===== config.mk =====
export PLATFORM = sky130hd
export DESIGN_NAME = prio_irq_ctrl
export DESIGN_NICKNAME = d
export VERILOG_FILES = /design/src/rtl/intc_pkg.sv /design/src/rtl/intc_pin_sync.sv /design/src/rtl/intc_arbiter.sv /design/src/rtl/prio_irq_ctrl.sv
export SDC_FILE = /design/constraint.sdc
export NUM_CORES = 1
export LEC_CHECK = 0
export BUFFER_PORTS_ARGS = -buffer_cell sky130_fd_sc_hd__buf_2
export CAP_MARGIN = 20
export CORE_MARGIN = 2
export CORE_UTILIZATION = 47
export DETAILED_ROUTE_END_ITERATION = 8
export HOLD_SLACK_MARGIN = 0.15
export PLACE_DENSITY = 0.7
export SYNTH_ARGS = -nofsm -noshare
export SYNTH_HDL_FRONTEND = slang
export SYNTH_SLANG_ARGS = --single-unit

===== constraint.sdc =====
create_clock -name clk -period 2.5 [get_ports clk]
set_input_delay 0.125 -clock clk [delete_from_list [all_inputs] [get_ports clk]]
set_output_delay 0.125 -clock clk [all_outputs]
set_load 0.05 [all_outputs]

===== src/rtl/intc_pkg.sv =====
package intc_pkg;
  localparam int NSRC      = 5;
  localparam int VEC_W     = 3;
  localparam int REG_W     = 8;
  localparam logic [REG_W-1:0] ADDR_EN   = 8'hA8;
  localparam logic [REG_W-1:0] ADDR_FLAG = 8'h88;
  localparam logic [REG_W-1:0] ADDR_PRIO = 8'hB8;
  localparam logic [REG_W-1:0] EN_MASK   = 8'h9F;
  localparam int NPIN      = 2;
  localparam int NTMR      = 2;
endpackage


===== src/rtl/intc_pin_sync.sv =====
module intc_pin_sync #(
  parameter int STAGES = 2
) (
  input  logic clk,
  input  logic rst,
  input  logic pin_n,
  output logic lvl_low,
  output logic fall
);
  logic [STAGES-1:0] chain;
  logic              prev;

  always_ff @(posedge clk) begin
    if (rst) begin
      chain <= '1;
      prev  <= 1'b1;
    end else begin
      chain <= {chain[STAGES-2:0], pin_n};
      prev  <= chain[STAGES-1];
    end
  end

  assign lvl_low = ~chain[STAGES-1];
  assign fall    = prev & ~chain[STAGES-1];
endmodule


===== src/rtl/intc_arbiter.sv =====
module intc_arbiter #(
  parameter int N  = 5,
  parameter int VW = 3
) (
  input  logic [N-1:0]  elig,
  input  logic [N-1:0]  prio,
  output logic          grant,
  output logic [VW-1:0] gvec,
  output logic          glvl
);
  logic [N-1:0] hi;
  logic [N-1:0] pick;

  always_comb begin
    hi    = elig & prio;
    glvl  = |hi;
    pick  = glvl ? hi : elig;
    grant = |pick;
    gvec  = '0;
    for (int i = N-1; i >= 0; i--) begin
      if (pick[i]) gvec = VW'(i);
    end
  end
endmodule


===== src/rtl/prio_irq_ctrl.sv =====
module prio_irq_ctrl
  import intc_pkg::*;
#(
  parameter int SYNC_STAGES = 2
) (
  input  logic             clk,
  input  logic             rst,
  input  logic             ext0_n,
  input  logic             ext1_n,
  input  logic             tmr0_ovf,
  input  logic             tmr1_ovf,
  input  logic             ser_req,
  input  logic [REG_W-1:0] sfr_addr,
  input  logic             sfr_wr,
  input  logic [REG_W-1:0] sfr_wdata,
  output logic [REG_W-1:0] sfr_rdata,
  output logic             irq_req,
  output logic [VEC_W-1:0] irq_vec,
  input  logic             irq_ack,
  input  logic             irq_ret
);
  logic [NPIN-1:0]  pin_in, pin_low, pin_fall;
  logic [NTMR-1:0]  tmr_ovf;
  logic [REG_W-1:0] en_q, flag_q, flag_n;
  logic [NSRC-1:0]  prio_q, pend, elig, ack_hit;
  logic             isv_hi, isv_lo, isv_hi_n, isv_lo_n;
  logic             wr_en, wr_flag, wr_prio, ack_ok, ack_lvl;
  logic             grant, glvl, allow;
  logic [VEC_W-1:0] gvec;

  assign pin_in  = {ext1_n, ext0_n};
  assign tmr_ovf = {tmr1_ovf, tmr0_ovf};

  for (genvar g = 0; g < NPIN; g++) begin : g_pin
    intc_pin_sync #(.STAGES(SYNC_STAGES)) u_sync (
      .clk    (clk),
      .rst    (rst),
      .pin_n  (pin_in[g]),
      .lvl_low(pin_low[g]),
      .fall   (pin_fall[g])
    );
  end

  assign wr_en   = sfr_wr && (sfr_addr == ADDR_EN);
  assign wr_flag = sfr_wr && (sfr_addr == ADDR_FLAG);
  assign wr_prio = sfr_wr && (sfr_addr == ADDR_PRIO);
  assign ack_ok  = irq_ack && irq_req;

  always_comb begin
    for (int i = 0; i < NSRC; i++) begin
      ack_hit[i] = ack_ok && (irq_vec == VEC_W'(i));
    end
  end
  assign ack_lvl = |(ack_hit & prio_q);

  // Flag update order: software write, then acknowledge clear, then hardware set.
  always_comb begin
    flag_n = flag_q;
    if (wr_flag) flag_n = sfr_wdata;
    for (int k = 0; k < NPIN; k++) begin
      if (!flag_q[2*k]) begin
        flag_n[2*k+1] = pin_low[k];
      end else begin
        if (ack_hit[2*k]) flag_n[2*k+1] = 1'b0;
        if (pin_fall[k])  flag_n[2*k+1] = 1'b1;
      end
      if (ack_hit[2*k+1]) flag_n[2*k+5] = 1'b0;
      if (tmr_ovf[k])     flag_n[2*k+5] = 1'b1;
    end
  end

  assign pend = {ser_req, flag_q[7], flag_q[3], flag_q[5], flag_q[1]};
  assign elig = pend & en_q[NSRC-1:0] & {NSRC{en_q[7]}};

  intc_arbiter #(.N(NSRC), .VW(VEC_W)) u_arb (
    .elig (elig),
    .prio (prio_q),
    .grant(grant),
    .gvec (gvec),
    .glvl (glvl)
  );

  assign allow = grant && !isv_hi && (!isv_lo || glvl);

  always_comb begin
    isv_hi_n = isv_hi;
    isv_lo_n = isv_lo;
    if (irq_ret) begin
      if (isv_hi) isv_hi_n = 1'b0;
      else        isv_lo_n = 1'b0;
    end
    if (ack_ok) begin
      if (ack_lvl) isv_hi_n = 1'b1;
      else         isv_lo_n = 1'b1;
    end
  end

  always_ff @(posedge clk) begin
    if (rst) begin
      en_q      <= '0;
      flag_q    <= '0;
      prio_q    <= '0;
      isv_hi    <= 1'b0;
      isv_lo    <= 1'b0;
      irq_req   <= 1'b0;
      irq_vec   <= '0;
      sfr_rdata <= '0;
    end else begin
      if (wr_en)   en_q   <= sfr_wdata & EN_MASK;
      if (wr_prio) prio_q <= sfr_wdata[NSRC-1:0];
      flag_q  <= flag_n;
      isv_hi  <= isv_hi_n;
      isv_lo  <= isv_lo_n;
      irq_req <= allow && !irq_ack;
      if (allow) irq_vec <= gvec;
      case (sfr_addr)
        ADDR_EN:   sfr_rdata <= en_q;
        ADDR_FLAG: sfr_rdata <= flag_q;
        ADDR_PRIO: sfr_rdata <= REG_W'(prio_q);
        default:   sfr_rdata <= '0;
      endcase
    end
  end
endmodule


==> summary.log, run 1 <==
INFO  drt            routed_via_density=5.23
INFO  die            ioPinCount=38
INFO  timing         transition_at_the_pin_with_the_smallest_max_transition_slack=0.596ns
INFO  flow_run       cap_viol_max_count=0
INFO  cts            worstSkewPairLatency=0.29ns
INFO  yosys          synth.distinct_cells=41
INFO  layout         layout.cells.non_filler=282
INFO  drt            drtAntennaViolNets=0
INFO  yosys          postSynth.asyncResetShare=0%
INFO  drt            drt_pass_1_iters=4
INFO  critical_path  worst_ep_required_time=2.68ns
INFO  place          gp_routability_congestion=0.887
INFO  timing         max_freq=473MHz
INFO  yosys          cell_area_synth=1770µm²
INFO  cts            cts_root_buf=clkbuf_8
INFO  cts            cts_tree=done
INFO  die            chipHeight=65.3µm
INFO  layout         drive_gt1_share=32.1%
INFO  drt            routed-via-count=1476
INFO  drt            wl=3920µm
INFO  die            design.die.area=4270µm²
INFO  timing         finalSetupViolations=0
INFO  power          peakVddDrop=0.000417V
INFO  critical_path  worst-path-max-fanout=12
INFO  yosys          syn-num-nets=208
INFO  place          hpwl_dp=2710µm
INFO  die            die_x=65.3µm
INFO  cts            clk_pin_slew=0.07ns
INFO  layout         synthToLayoutAreaGrowth=25.1%
INFO  power          power.static_leakage=0.000917µW
INFO  critical_path  setup.worst_path.start_class=flip-flop
INFO  die            start_util=48.7%
INFO  power          combinationalPowerShare=6.3%
INFO  layout         layout_commonest_cell=dfxtp_1
INFO  cts            cts_made_buffers=5
INFO  yosys          sequential_element_share_of_the_synthesized_area=44.2%
INFO  cts            ctsHtreeMaxLevel=2
INFO  power          power_report.internal_total=884µW
INFO  critical_path  timing.critical_path.to_type=flip-flop
INFO  drt            drc=0
INFO  die            placementRows=22
INFO  yosys          synth-warning-count=0
INFO  layout         most-common-layout-cells=dfxtp_1 (39), buf_2 (37), nor2_1 (33), mux2i_1 (17), dlygate4sd3_1 (13)
INFO  power          power_per_cell_area=510nW/µm²
INFO  hold_path      holdCritPathClass=in2reg
INFO  global_route   grt_first_pass_wirelength=6600µm
INFO  yosys          synth_edf_count=0
INFO  drt            drt_iter0_drc=60
INFO  yosys          syn_avg_cell_area=9.71µm²
INFO  power          sw_frac_of_total=21.5%
INFO  die            placeableCoreArea=3630µm²
INFO  timing         setup_tns=0ns
INFO  timing         period_share=84.6%
INFO  cts            cts_setup_buffers=0
INFO  cts            ctsLongestPathBuffers=2
INFO  cts            clkSinkCount=39
INFO  yosys          synthesized_flop_and_latch_total=39
INFO  global_route   grt_pass1_vias=1401
INFO  timing         skew=0.00568ns
INFO  power          power_switching=243µW
INFO  global_route   grt_start_max_net_pins=34
INFO  power          clockPowerShare=37.5%
INFO  global_route   number_of_antenna_violations_at_the_first_check_in_global_routing=0
INFO  yosys          synth-main-ff-cell=dfxtp_1
INFO  layout         final_net_count=260
INFO  drt            wl_per_cell=13.9µm
INFO  critical_path  critPathArrivalTime=2.30ns
INFO  timing         slew_headroom=60.1%
INFO  timing         final-max-slew-violation-count=0
INFO  place          place.port_buffers=37
INFO  global_route   globalRouteTotalUtil=20.6%
INFO  place          dp_cells=262
INFO  timing         final_period_minus_worst_setup_slack=2.11ns
INFO  timing         rsz0062_at_grt=no
INFO  power          power.share.sequential=56.2%
INFO  critical_path  critPathKind=reg2reg
INFO  timing         timing_hold_violations_final=0
INFO  global_route   globalRoute.totalOverflow=0
INFO  layout         num_antenna_cells=0
INFO  run_status     outcome=finished clean
INFO  yosys          post_synthesis_cell_count=182
[cells in the mapped netlist (2+ instances only)]
cell | instances | area share (%)
inv_1 | 5 | 1.1
and4_2 | 2 | 1.1
a31oi_1 | 2 | 0.71
o21ai_0 | 2 | 0.57
nand3b_1 | 3 | 1.3
a21oi_1 | 8 | 2.3
mux2i_1 | 17 | 9.6
nor2_1 | 33 | 7.0
nand3_1 | 9 | 2.5
nor4b_1 | 2 | 0.99
nor3_2 | 2 | 1.1
nand2_1 | 5 | 1.1
or2_2 | 7 | 2.5
dfxtp_1 | 39 | 44
nor2b_1 | 2 | 0.71
nor3_1 | 4 | 1.1
clkbuf_1 | 5 | 1.1
a22oi_1 | 5 | 2.1
mux2_2 | 8 | 5.1
[cells by family after synthesis]
kind of cell	count (synthesis)	synth area share, %
and+or+nand+nor	79	24.9
DFF	39	44.2
muxes	27	17.1
AOI/OAI and AO/OA	25	10.8
buffers and inverters	12	3.04
[flip-flops by register name (all words and copies together) (netlist names)]
name,count
isv_hi,1
irq_vec,3
g_pin.u_sync.chain,4
irq_req,1
flag_q,8
sfr_rdata,8
g_pin.u_sync.prev,2
prio_q,5
en_q,6
isv_lo,1
[path summary, 6_finish.rpt]
path / start / slack (ns) / to / depth (start not counted)
setup / recovery: en_q[7] / 0.39 / irq_vec[0] / 6
hold / removal: sfr_addr[5] / 0.16 / sfr_rdata[6] / 2
setup reg to reg: en_q[7] / 0.39 / irq_vec[0] / 6
hold reg to reg: g_pin[0].u_sync.chain[0] / 0.41 / g_pin[0].u_sync.chain[1] / 1
[what timing repair did]
action                                 in CTS  in global routing
hold buffers                               13                  0
endpoints found under the hold margin      21                  0
gates resized for setup                     0                  0
[layout make-up]
cell class	count	area, µm²
tap	48	60.1
clock inverter	1	5.00
multi-input combinational	131	933
timing repair buffer	52	330
clock buffer	6	82.6
inverter	5	18.8
sequential	39	781
fill	348	1420
[routing by layer]
metal  GRT usage, %  vias up  wire [µm]
met5              0        -          0
met4           11.7        0         89
met3           4.28        9        209
met2           32.5       44       1850
met1           26.0      672       1770
li1               -      751          -
[worst max-delay path, stage by stage, from the launching register on]
cell and delay (ns):
dfxtp_1 0.57, nand3_1 0.24, a2bb2oi_4 0.22, and3_2 0.26, a211oi_2 0.32, nor3_2 0.10
mux2_4 0.30
[stage by stage]
| stage | util, % | hold slack [ns] | total power, µW | instance area [µm²] | worst slack, ns |
|---|---|---|---|---|---|
| after floorplan | - | 0.204 | 673 | 1770 | 0.611 |
| after global placement | 54.9 | 0.308 | 703 | 1990 | 0.493 |
| after detailed placement | 54.9 | 0.311 | 703 | 1990 | 0.399 |
| after CTS | 60.8 | 0.161 | 1140 | 2210 | 0.400 |
| after global routing | 60.8 | 0.181 | 1180 | 2210 | 0.275 |
| final | 60.8 | 0.164 | 1130 | 2210 | 0.385 |
[power by group through the flow]
stage | clock network [µW] | registers, µW | logic, µW
floorplan | 0 | 646 | 27.2
global placement | 0 | 648 | 54.7
detailed placement | 0 | 648 | 55.3
CTS | 434 | 634 | 70.9
global route | 470 | 634 | 77.7
finish | 423 | 634 | 70.6
No activity file was read; power rests on OpenSTA's default activity.
==> run 2: changes to the inputs <==
--- a/config.mk
+++ b/config.mk
@@ -5,13 +5,14 @@
 export SDC_FILE = /design/constraint.sdc
 export NUM_CORES = 1
 export LEC_CHECK = 0
+export ABC_AREA = 1
 export BUFFER_PORTS_ARGS = -buffer_cell sky130_fd_sc_hd__buf_2
 export CAP_MARGIN = 20
 export CORE_MARGIN = 2
 export CORE_UTILIZATION = 47
 export DETAILED_ROUTE_END_ITERATION = 8
 export HOLD_SLACK_MARGIN = 0.15
-export PLACE_DENSITY = 0.7
+export PLACE_DENSITY = 0.73
 export SYNTH_ARGS = -nofsm -noshare
 export SYNTH_HDL_FRONTEND = slang
 export SYNTH_SLANG_ARGS = --single-unit
==> constraint.sdc (replaced) <==
create_clock -name clk -period 1.77 [get_ports clk]
set_input_delay 0.0885 -clock clk [delete_from_list [all_inputs] [get_ports clk]]
set_output_delay 0.0885 -clock clk [all_outputs]
set_load 0.05 [all_outputs]
==> summary.log, run 2 <==
INFO  global_route   globalRouteTotalUtil=24.3%
INFO  layout         reg.largest.list=flag_q: 8 flops, sfr_rdata: 8 flops, en_q: 6 flops
INFO  layout         final_core_utilization=60.6%
INFO  yosys          synth-main-ff-cell=dfxtp_1
INFO  yosys          cell_area_synth=1890µm²
INFO  timing         transition_at_the_pin_with_the_smallest_max_transition_slack=0.608ns
INFO  yosys          postSynth.asyncResetShare=0%
INFO  yosys          synth-warning-count=0
INFO  critical_path  worst-path-buf-inv=1
INFO  die            placementRows=23
INFO  flow_run       cap_viol_max_count=0
INFO  yosys          synthesized_flop_and_latch_total=39
INFO  timing         rsz0062_at_grt=no
INFO  timing         max_freq=653MHz
INFO  yosys          yosysMostFrequentCell=nand2_1
INFO  layout         layout_commonest_cell=nand2_1
INFO  layout         design_area=2390µm²
INFO  global_route   number_of_antenna_violations_at_the_first_check_in_global_routing=0
INFO  yosys          syn_avg_cell_area=7.39µm²
INFO  cts            worstSkewPairLatency=0.30ns
INFO  place          post_dp_cell_area=2130µm²
INFO  timing         worst_setup_slack_final=0.238ns
INFO  cts            cts_setup_buffers=0
INFO  critical_path  slowest_cell_delay_on_critical_path=0.32ns
INFO  critical_path  family_of_cells_with_the_greatest_summed_delay_on_the_critical_path=simple AND/OR/NAND/NOR gates
INFO  die            chipHeight=67.4µm
INFO  die            ioPinCount=38
INFO  timing         period_share=86.6%
INFO  cts            cts_tree=done
INFO  global_route   grt_pass1_vias=1851
INFO  timing         skew=0.00575ns
INFO  run_status     outcome=finished clean
INFO  critical_path  critPathKind=reg2reg
INFO  critical_path  cp_common_cell=nor2_2
INFO  critical_path  critPathArrivalTime=1.73ns
INFO  power          power_per_cell_area=663nW/µm²
INFO  timing         timing.hold.ws=0.172ns
INFO  power          sw_frac_of_total=23.2%
INFO  place          pre_cts_setup_slack=0.217ns
INFO  yosys          post_synthesis_cell_count=256
INFO  layout         final_net_count=341
INFO  critical_path  worst-path-max-fanout=10
INFO  yosys          synth_area_leaders=dfxtp_1 (41%), nand2_1 (9.3%), inv_1 (8.5%)
INFO  yosys          syn-num-nets=282
INFO  place          place.port_buffers=37
INFO  die            placeableCoreArea=3940µm²
INFO  timing         slew_headroom=59.4%
INFO  power          clockPowerShare=36.9%
INFO  power          peakVddDrop=0.000528V
INFO  cts            ctsHtreeMaxLevel=2
INFO  drt            wl=4730µm
INFO  critical_path  worst_ep_required_time=1.97ns
INFO  yosys          sequential_element_share_of_the_synthesized_area=41.3%
INFO  place          hpwl_dp=3370µm
INFO  cts            ctsLongestPathBuffers=2
INFO  hold_path      holdCritPathClass=in2reg
INFO  layout         num_antenna_cells=0
INFO  drt            routed.top_layer=met4
INFO  place          gp_routability_congestion=0.942
INFO  timing         setup_tns=0ns
INFO  drt            wl_per_cell=12.9µm
INFO  power          power.static_leakage=0.00111µW
INFO  layout         most-common-layout-cells=nand2_1 (47), inv_1 (43), dfxtp_1 (39), buf_2 (37), o21ai_0 (21)
INFO  power          power.share.sequential=56.6%
INFO  cts            clkSinkCount=39
INFO  drt            detailroute.wirelength.met2=2290µm
INFO  cts            cts_made_buffers=5
INFO  drt            drt_pass_1_iters=4
INFO  global_route   grt_first_pass_wirelength=8140µm
INFO  yosys          synth_common_cells=nand2_1 (47), inv_1 (43), dfxtp_1 (39), o21ai_0 (21), a21oi_1 (17)
INFO  drt            routed-via-count=1884
INFO  critical_path  critical_path.cell_chain=buf_4 -> nand3_4 -> nor2_4 -> nor2_2 -> nand3_1 -> nand2_1 -> nor2_2 -> nand3_2 -> a21oi_1 -> nor2_1
INFO  timing         final-max-slew-violation-count=0
INFO  yosys          synthDominantAreaCellType=dfxtp_1
INFO  yosys          yosysTopAreaCellShare=41.3%
INFO  drt            drtAntennaViolNets=0
INFO  critical_path  critical_path.slowest_cell=dfxtp_1
INFO  drt            routed_via_density=5.15
INFO  global_route   globalRoute.totalOverflow=0
INFO  drt            route.layer.met1.wl=2020µm
INFO  drt            drc=0
INFO  yosys          synth.distinct_cells=33
INFO  yosys          synth_edf_count=0
INFO  layout         drive_gt1_share=25.0%
INFO  timing         final_period_minus_worst_setup_slack=1.53ns
INFO  power          power_report.internal_total=1220µW
INFO  cts            clk_pin_slew=0.08ns
INFO  critical_path  setup.worst_path.start_class=flip-flop
INFO  power          combinationalPowerShare=6.5%
INFO  die            start_util=48.0%
INFO  timing         timing_hold_violations_final=0
INFO  power          power_switching=367µW
INFO  drt            drt_iter0_drc=109
INFO  die            design.die.area=4550µm²
INFO  die            die_x=67.4µm
INFO  critical_path  timing.critical_path.to_type=flip-flop
INFO  layout         synthToLayoutAreaGrowth=26.3%
INFO  drt            wl_met3=290µm
INFO  global_route   grt_start_max_net_pins=22
INFO  timing         finalSetupViolations=0
INFO  cts            cts_root_buf=clkbuf_8
[run 2: changes by cell type after synthesis, sizes merged, moves of 11 or more]
| cell | previous run | this run |
|---|---|---|
| o21ai | 2 | 23 |
| nand2 | 5 | 51 |
| nor2 | 34 | 23 |
| inv | 5 | 47 |
| mux2i | 17 | 0 |
[run 2: area by class of cell]
class                      count  area (µm²)
fill                         355        1550
multi-input combinational    165         910
sequential                    39         781
timing repair buffer          57         378
inverter                      47         176
clock buffer                   7        76.3
tap                           50        62.6
clock inverter                 1        5.00
[run 2: per-layer routing]
layer | track usage (%) | vias up
li1 | - | 946
met1 | 29.9 | 858
met2 | 41.5 | 68
met3 | 4.50 | 12
met4 | 10.5 | 0
met5 | 0 | -
[run 2: worst paths after layout]
kind | slack, ns | cells after the start | startpoint | endpoint
setup / recovery | 0.24 | 10 | en_q[7] | irq_vec[0]
hold / removal | 0.17 | 2 | rst | irq_vec[1]
setup reg to reg | 0.24 | 10 | en_q[7] | irq_vec[0]
hold reg to reg | 0.41 | 1 | g_pin[0].u_sync.chain[0] | g_pin[0].u_sync.chain[1]
[run 2: power by group through the flow]
stage / registers [µW] / clock network (µW) / logic [µW]
6_report: 896 / 584 / 103
4_1_cts: 896 / 590 / 101
3_3_place_gp: 916 / 0 / 77.5
5_1_grt: 896 / 630 / 115
3_5_place_dp: 916 / 0 / 78.3
2_1_floorplan: 914 / 0 / 36.4
[run 2: logic make-up after synthesis]
group                  Yosys count  share of synthesized area [%]
and+or+nand+nor                115                           33.1
buffers and inverters           52                           10.8
AOI/OAI and AO/OA               50                           14.8
DFF                             39                           41.3
[run 2: through the flow]
step                total power [µW]  instances
floorplan                        950        256
finish                          1580        366
global route                    1640        366
global placement                 993        341
detailed placement               995        341
CTS                             1590        366
[run 2: repair_timing]
action                     in CTS  in global routing
setup endpoints to repair       0                  1
resized for setup               0                  1
hold endpoints to repair       22                  0
hold buffers                   17                  0
==> run 3: changes to the inputs <==
--- a/config.mk
+++ b/config.mk
@@ -12,7 +12,8 @@
 export CORE_UTILIZATION = 47
 export DETAILED_ROUTE_END_ITERATION = 8
 export HOLD_SLACK_MARGIN = 0.15
-export PLACE_DENSITY = 0.73
+export PLACE_DENSITY = 0.72
 export SYNTH_ARGS = -nofsm -noshare
 export SYNTH_HDL_FRONTEND = slang
+export SYNTH_HIERARCHICAL = 1
 export SYNTH_SLANG_ARGS = --single-unit
==> summary.log, run 3 <==
INFO  run_status     outcome=finished, violations left
INFO  run_status     violations=setup timing
INFO  die            start_util=48.7%
INFO  timing         final-max-slew-violation-count=0
INFO  layout         drive_gt1_share=38.2%
INFO  drt            wl_per_cell=12.2µm
INFO  timing         skew=0.00547ns
INFO  flow_run       cap_viol_max_count=0
INFO  die            placementRows=23
INFO  timing         period_share=103%
INFO  critical_path  critPathArrivalTime=2.03ns
INFO  place          dp_cells=369
INFO  drt            drtAntennaViolNets=0
INFO  drt            drt_iter0_drc=103
INFO  timing         rsz0062_at_grt=yes
INFO  drt            routed_via_density=4.87
INFO  cts            ctsLongestPathBuffers=2
INFO  critical_path  timing.critical_path.to_type=flip-flop
INFO  yosys          post_synthesis_cell_count=274
INFO  layout         reg.largest.list=flag_q: 8 flops, sfr_rdata: 8 flops, en_q: 6 flops
INFO  drt            routed-via-count=1940
INFO  power          power_per_cell_area=611nW/µm²
INFO  drt            wl_met3=267µm
INFO  layout         most-common-layout-cells=inv_1 (41), nand2_1 (39), buf_2 (36), dfxtp_1 (35), a21oi_1 (25)
INFO  yosys          synth-main-ff-cell=dfxtp_1
INFO  global_route   grt_pass1_vias=1819
INFO  critical_path  setup.worst_path.start_class=flip-flop
INFO  cts            cts_made_buffers=5
INFO  yosys          synth-warning-count=6
INFO  global_route   number_of_antenna_violations_at_the_first_check_in_global_routing=0
INFO  timing         slew_headroom=61.9%
INFO  yosys          cell_area_synth=1950µm²
INFO  layout         nFillCells=335
INFO  drt            detailroute.wirelength.met2=2340µm
INFO  place          place.port_buffers=37
INFO  die            ioPinCount=38
INFO  critical_path  worst-path-max-fanout=6
INFO  drt            drc=0
INFO  global_route   globalRoute.totalOverflow=0
INFO  yosys          sequential_element_share_of_the_synthesized_area=40.1%
INFO  cts            ctsHtreeMaxLevel=2
INFO  timing         max_freq=550MHz
INFO  die            design.die.area=4680µm²
INFO  global_route   globalRouteTotalUtil=22.7%
INFO  critical_path  worst_ep_required_time=1.98ns
INFO  power          sw_frac_of_total=22.8%
INFO  timing         transition_at_the_pin_with_the_smallest_max_transition_slack=0.571ns
INFO  timing         finalSetupViolations=3
INFO  drt            wl=4850µm
INFO  die            chipHeight=68.4µm
INFO  power          power_report.internal_total=1260µW
INFO  power          power_switching=372µW
INFO  yosys          postSynth.asyncResetShare=0%
INFO  cts            clkSinkCount=39
INFO  layout         synthToLayoutAreaGrowth=36.9%
INFO  yosys          synthDominantAreaCellType=dfxtp_1
INFO  global_route   grt_first_pass_wirelength=7870µm
INFO  power          power.share.sequential=54.9%
INFO  cts            clk_pin_slew=0.07ns
INFO  power          combinationalPowerShare=8.2%
INFO  place          gp_routability_congestion=0.849
INFO  yosys          yosysMostFrequentCell=inv_1
INFO  yosys          synth.distinct_cells=28
INFO  layout         design_area=2670µm²
INFO  drt            route.layer.met1.wl=2180µm
INFO  power          clockPowerShare=36.9%
INFO  global_route   grt_start_max_net_pins=20
INFO  place          post_dp_cell_area=2250µm²
INFO  timing         timing_hold_violations_final=0
INFO  power          fin_total_pwr=1630µW
INFO  die            placeableCoreArea=4000µm²
INFO  critical_path  critPathKind=reg2reg
INFO  layout         num_antenna_cells=0
INFO  yosys          synthesized_flop_and_latch_total=39
INFO  power          peakVddDrop=0.000567V
INFO  timing         final_period_minus_worst_setup_slack=1.82ns
INFO  layout         final_net_count=374
INFO  timing         worst_setup_slack_final=-0.0484ns
INFO  cts            worstSkewPairLatency=0.29ns
INFO  layout         layout_commonest_cell=inv_1
INFO  yosys          yosysTopAreaCellShare=40.1%
INFO  yosys          synth_common_cells=inv_1 (48), nand2_1 (45), dfxtp_1 (39), a21oi_1 (25), nor2_1 (20)
INFO  place          hpwl_dp=3480µm
INFO  cts            cts_tree=done
INFO  die            die_x=68.4µm
INFO  hold_path      holdCritPathClass=in2reg
INFO  layout         layout.cells.non_filler=398
INFO  timing         timing.hold.ws=0.166ns
INFO  yosys          synth_area_leaders=dfxtp_1 (40%), inv_1 (9.2%), nand2_1 (8.7%)
INFO  power          power.static_leakage=0.00128µW
INFO  yosys          synth_edf_count=0
INFO  place          pre_cts_setup_slack=-0.0997ns
INFO  cts            cts_root_buf=clkbuf_8
INFO  drt            routed.top_layer=met4
INFO  drt            drt_pass_1_iters=4
INFO  yosys          syn_avg_cell_area=7.11µm²
INFO  yosys          syn-num-nets=300
run 3: changes by cell type after synthesis, moves of 4 or more:
cell,previous run,this run
o21ai_1,2,6
nand2_2,4,15
inv_1,43,48
nor2_1,16,20
or2_2,6,1
a21oi_1,17,25
run 3: power groups by stage:
stage	sequential (µW)	combinational, µW	clock (µW)
finish	894	134	602
global route	894	150	654
CTS	893	131	614
detailed placement	913	106	0
global placement	913	105	0
floorplan	912	56.3	0
run 3: repair_timing:
| action | CTS | global route |
|---|---|---|
| endpoints found under the setup margin | 4 | 5 |
| setup buffers | 3 | 5 |
| hold buffers | 14 | 0 |
| cloned | 0 | 0 |
| resized for setup | 7 | 36 |
| pin swaps | 4 | 17 |
| hold endpoints to repair | 19 | 0 |
run 3: logic make-up (layout without fill, tap and decap cells):
group,after synthesis,in the layout,synth area share [%]
AOI/OAI and AO/OA,58,58,16.3
buffers and inverters,59,133,12.3
DFF,39,39,40.1
and+or+nand+nor,118,118,31.3
run 3: routing by layer:
layer	up-vias	track usage, %
met5	-	0
met4	0	6.75
met3	7	5.10
met2	57	38.7
met1	868	28.3
li1	1008	-
run 3: area by class of cell:
class                      instances  area (µm²)  share of cell area [%]
multi-input combinational        176        1040                    39.0
sequential                        39         786                    29.5
timing repair buffer              71         478                    17.9
inverter                          55         211                    7.93
clock buffer                       6        82.6                    3.10
tap                               50        62.6                    2.35
clock inverter                     1        5.00                   0.188
run 3: critical path: stages, from the launching register on:
cell	delay, ns
dfxtp_2	0.36
clkinv_4	0.09
nor3_4	0.22
nand2_2	0.10
nand2_2	0.11
nor2_4	0.07
nand3_2	0.09
nand2_2	0.08
nor2_4	0.11
nand3_2	0.08
inv_2	0.07
nor3_4	0.04
inv_2	0.09
o21ai_1	0.07
a21oi_1	0.15
run 3: metrics by stage:
stage                     setup TNS [ns]  util (%)
final                            -0.0813      66.7
after global routing              -0.482      66.7
after CTS                              0      63.0
after detailed placement          -0.185      56.3
after global placement           -0.0196      56.3
after floorplan                        0         -
run 3: path summary, 6_finish.rpt:
check                                start                  endpoint  slack [ns]  cells after the start
hold / removal                         rst                    isv_lo        0.17                      2
setup reg to reg                   en_q[7]                irq_vec[0]       -0.05                     14
hold reg to reg   g_pin[0].u_sync/chain[0]  g_pin[0].u_sync/chain[1]        0.41                      2
setup / recovery                   en_q[7]                irq_vec[0]       -0.05                     14
